<file path="src/rtl/irda_rx_demod.sv">
module irda_rx_demod #(
  parameter int FILT_W = 8,
  parameter int BIT_W  = 16
) (
  input  logic              clk,
  input  logic              rst_n,
  input  logic              rxd_raw,
  input  logic [FILT_W-1:0] filt_val,
  input  logic [BIT_W-1:0]  bit_len,
  output logic              rxd_filt
);

  logic [2:0]        sync_q;
  logic              counting;
  logic              active;
  logic [FILT_W-1:0] cnt;
  logic [BIT_W-1:0]  tmr;

  wire fall   = sync_q[2] & ~sync_q[1];
  wire rise   = ~sync_q[2] & sync_q[1];
  wire accept = (counting && !rise && cnt == FILT_W'(1)) ||
                (!counting && !active && fall && filt_val == '0);

  always_ff @(posedge clk or negedge rst_n) begin
    if (!rst_n) begin
      sync_q   <= '1;
      counting <= 1'b0;
      active   <= 1'b0;
      cnt      <= '0;
      tmr      <= '0;
    end else begin
      sync_q <= {sync_q[1:0], rxd_raw};
      if (active) begin
        if (tmr == '0) active <= 1'b0;
        else           tmr    <= tmr - BIT_W'(1);
      end else if (accept) begin
        active   <= 1'b1;
        counting <= 1'b0;
        cnt      <= '0;
        tmr      <= (bit_len == '0) ? '0 : bit_len - BIT_W'(1);
      end else if (counting) begin
        if (rise) begin
          counting <= 1'b0;
          cnt      <= filt_val;
        end else begin
          cnt <= cnt - FILT_W'(1);
        end
      end else if (fall) begin
        counting <= 1'b1;
        cnt      <= filt_val;
      end
    end
  end

  assign rxd_filt = ~active;

endmodule

</file>
<file path="config.mk">
export PLATFORM = sky130hd
export DESIGN_NAME = irda_rx_demod
export DESIGN_NICKNAME = d
export VERILOG_FILES = /design/src/rtl/irda_rx_demod.sv
export SDC_FILE = /design/constraint.sdc
export NUM_CORES = 1
export LEC_CHECK = 0
export CORE_ASPECT_RATIO = 0.7
export CORE_MARGIN = 8
export CORE_UTILIZATION = 55
export CTS_BUF_LIST = sky130_fd_sc_hd__clkbuf_4 sky130_fd_sc_hd__clkbuf_8 sky130_fd_sc_hd__clkbuf_16
export CTS_CLUSTER_SIZE = 8
export DETAILED_ROUTE_END_ITERATION = 8
export MAX_ROUTING_LAYER = met4
export PLACE_DENSITY = 0.8
export RECOVER_POWER = 25
export SKIP_CTS_REPAIR_TIMING = 1
export SYNTH_ARGS = -nofsm -noshare
export SYNTH_HDL_FRONTEND = slang
export SYNTH_SLANG_ARGS = --single-unit
</file>
<file path="constraint.sdc">
create_clock -name clk -period 3.24 [get_ports clk]
set_clock_uncertainty 0.05 [all_clocks]
set_input_delay 0.324 -clock clk [delete_from_list [all_inputs] [get_ports clk]]
set_output_delay 0.324 -clock clk [all_outputs]
set_load 0.01 [all_outputs]
</file>
==> results.cfg <==
[status]
outcome = finished, violations left
violations = max-capacitance violations, max-slew violations

[yosys]
synthesis.nets = 275
synth.avg_cell_area_um2 = 8.480
syn-instance-count = 243
async_flop_share_pct = 100.0
synth_top_cell_area_share_pct = 31.57
syn-cell-area_mm2 = 0.002061
synth-edff-count = 0
yosysSeqAreaShare_pct = 35.40
synth_warnings = 0
yosys.area.top_type = dfrtp_1
synth_seq_cells = 29
netlist_top_cells_area = dfrtp_1, o21ai_0, nor2_1
synthFlopType = dfrtp_1
synth.distinct_cells = 48

[placement]
dp_hpwl_um = 3976
pre_cts_ws_ps = 710.6
port_buffers = 27
globalplace.congestion = 0.9229
dp_cells = 313

[setup_path]
critPathLaunchType = flip-flop
path_cells = nor4_4 -> nand4b_1 -> o2bb2ai_2 -> inv_1 -> mux2_2
timing.rr.end = tmr[1]
end_kind = flip-flop
rrSetupSlack_ps = 780
worstPathArrival_ps = 2580
path_max_fanout = 21
crit_start = tmr[9]
cpMaxStageDelayCell = o2bb2ai_2
regToRegStartpoint = tmr[9]
slowest_delay_ps = 670
rr_worst_depth = 5
worstSetupPathType = flip-flop to flip-flop
cp_data_required_time_ps = 3360
cp-endpoint = tmr[1]

[timing]
hold_viol = 0
maxSlewViolCount = 30
min_period_over_period_pct = 75.95
slew-limit-headroom_pct = -2.053
fin_crit_ps = 2461
finalSetupTns_ps = 0
rsz0062_at_grt = false
max_freq_ghz = 0.4064
setup_viol = 0
worstMarginPinSlew_ps = 1531
setup_slack_ps = 779.1

[route]
drtAntennaViolNets = 0
num_vias = 1993
wire_per_inst_um = 16.21
via_per_inst = 6.209
first_pass_iters = 5
post-route-drc-count = 0
drt-initial-drc-count = 136
wl_um = 5205

[worst_hold_path]
hold_start = sync_q[0]
hp-class = flip-flop to flip-flop

[pwr]
switching_share_pct = 44.70
pwr-share-seq_pct = 37.6
power.density_mw_per_mm2 = 811.2
power_w = 0.002012
p_leak_nw = 0.9366
clkPwrFrac_pct = 16.3
internal_power_w = 0.001112
comb_power_share_pct = 46.1
max-vdd-ir-drop_v = 0.0006103
power.switching_w = 0.0008993

[global_route]
grt-ovfl-total = 0
grt_pass1_vias = 1696
antenna_found_initial = 0
grt_pass1_wl_um = 8293
grt_use_total_pct = 18.35
grt_max_degree = 30

[floorplan]
ios = 28
fp.coreArea_mm2 = 0.003558
chipWidth_um = 89.16
dieHeight_um = 67.22
initial_core_util_pct = 57.91
num_rows = 18
die_area_mm2 = 0.005993

[clock_tree]
clk_latency_ps = 280
clkSlewWorstSetupHoldPaths_ps = 70
root_buffer = clkbuf_8
cts_tree = yes
numCtsBuffers = 5
cts_max_level = 2
cts.path.max_buffers = 2
numClockSinks = 29

[final_layout]
final_layout_size_suffix_gt1_share_pct = 8.487
area_delta_synth_final_pct = 20.34
diodes = 0
fin_nets = 302
post_layout_nonfiller_instances = 321

[run]
maxCapViolCount = 1
-- power by group through the flow --
stage / logic (W) / clock network (W) / registers (W)
3_3_place_gp: 0.000895 / 0 / 0.000749
5_1_grt: 0.00103 / 0.000354 / 0.000781
4_1_cts: 0.000917 / 0.000331 / 0.000752
2_1_floorplan: 0.000738 / 0 / 0.000668
6_report: 0.000928 / 0.000327 / 0.000757
3_5_place_dp: 0.000912 / 0 / 0.000756
-- through the flow --
step	hold slack, ps	utilization [%]	cell area, um^2
after detailed placement	302.2	66.95	2382
final	315.9	69.69	2480
after floorplan	-21.59	-	2061
after global routing	320.9	69.69	2480
after CTS	312.7	69.80	2484
after global placement	296.7	66.95	2382
-- sequential cells by signal (all words and copies together) (netlist names) --
| signal | cells |
|---|---|
| tmr | 16 |
| cnt | 8 |
| sync_q | 3 |
| active | 1 |
| counting | 1 |
-- cells in the final DEF (no fill, tap or decap), drive strengths merged, types with 4 or more instances in the layout --
cell,Yosys,routed
nor3,14,14
nor4,10,10
clkbuf,8,8
clkdlybuf4s50,0,25
o2bb2ai,7,7
dfrtp,26,26
nor2,22,22
xnor2,8,8
ha,5,5
nand2,16,16
o22ai,5,5
nand3,7,7
a21oi,16,16
xor2,4,4
a22oi,5,5
a32oi,4,4
inv,11,11
o21ai,29,29
-- layout make-up --
cell class / count / area, um^2
clock inverter: 1 / 5.005
fill: 312 / 1079
multi-input combinational: 192 / 1249
timing repair buffer: 31 / 296.5
tap: 50 / 62.56
inverter: 11 / 41.29
clock buffer: 7 / 96.34
sequential: 29 / 729.5
-- cells in the mapped netlist, types with 2 or more instances --
| cell type | instances |
|---|---|
| nor4_1 | 6 |
| nor3_1 | 13 |
| nand3_1 | 7 |
| o21ai_1 | 2 |
| o21a_1 | 3 |
| xnor2_1 | 8 |
| clkbuf_1 | 8 |
| xor2_1 | 4 |
| dfstp_2 | 3 |
| o21ai_0 | 27 |
| o31ai_1 | 2 |
| nand4_1 | 3 |
| nand4b_1 | 3 |
| a21oi_1 | 16 |
| or4_1 | 3 |
| nor2b_1 | 2 |
| nor3b_1 | 3 |
| nand3b_1 | 2 |
| nor2_1 | 22 |
| dfrtp_1 | 26 |
| a32oi_1 | 4 |
| nand2_1 | 15 |
| a22oi_1 | 5 |
| inv_1 | 11 |
| ha_1 | 5 |
| o2bb2ai_1 | 7 |
| nor4_4 | 3 |
| a31oi_1 | 2 |
| o22ai_1 | 5 |
| and2_1 | 2 |
| buf_2 | 2 |
| or3_1 | 3 |
-- critical path: cells and delay by family (launching register included) --
family | cells | cell delay, ps
AND/OR/NAND/NOR | 2 | 630
buffers and inverters | 1 | 230
flip-flops | 1 | 440
AO/OA/AOI/OAI | 1 | 670
multiplexers | 1 | 320
-- worst min-delay path by stage --
stage | endpoint | slack, ps | depth (start not counted)
after floorplan | active | -20 | 0
after global placement | sync_q[1] | 300 | 0
after detailed placement | sync_q[1] | 300 | 0
after CTS | sync_q[1] | 310 | 0
after global routing | sync_q[1] | 320 | 0
final | sync_q[1] | 320 | 0
-- cells by family after synthesis --
kind of cell / count (synthesis) / share of synthesized area (%)
xor gates and xnor gates: 12 / 5.100
and+or+nand+nor: 91 / 25.93
adders and majority gates: 5 / 3.036
muxes: 1 / 0.5464
AOI/OAI and AO/OA: 83 / 25.68
buffers and inverters: 22 / 4.311
DFF: 29 / 35.40
-- routing by layer --
metal | GRT usage, % | share of wire [%] | up-vias
met3 | 5.212 | 6.2 | 2
li1 | - | - | 972
met4 | 2.474 | 0.27 | 0
met2 | 23.30 | 43 | 58
met1 | 27.88 | 51 | 961
met5 | - | 0 | -
(Power assumes the default switching activity.)
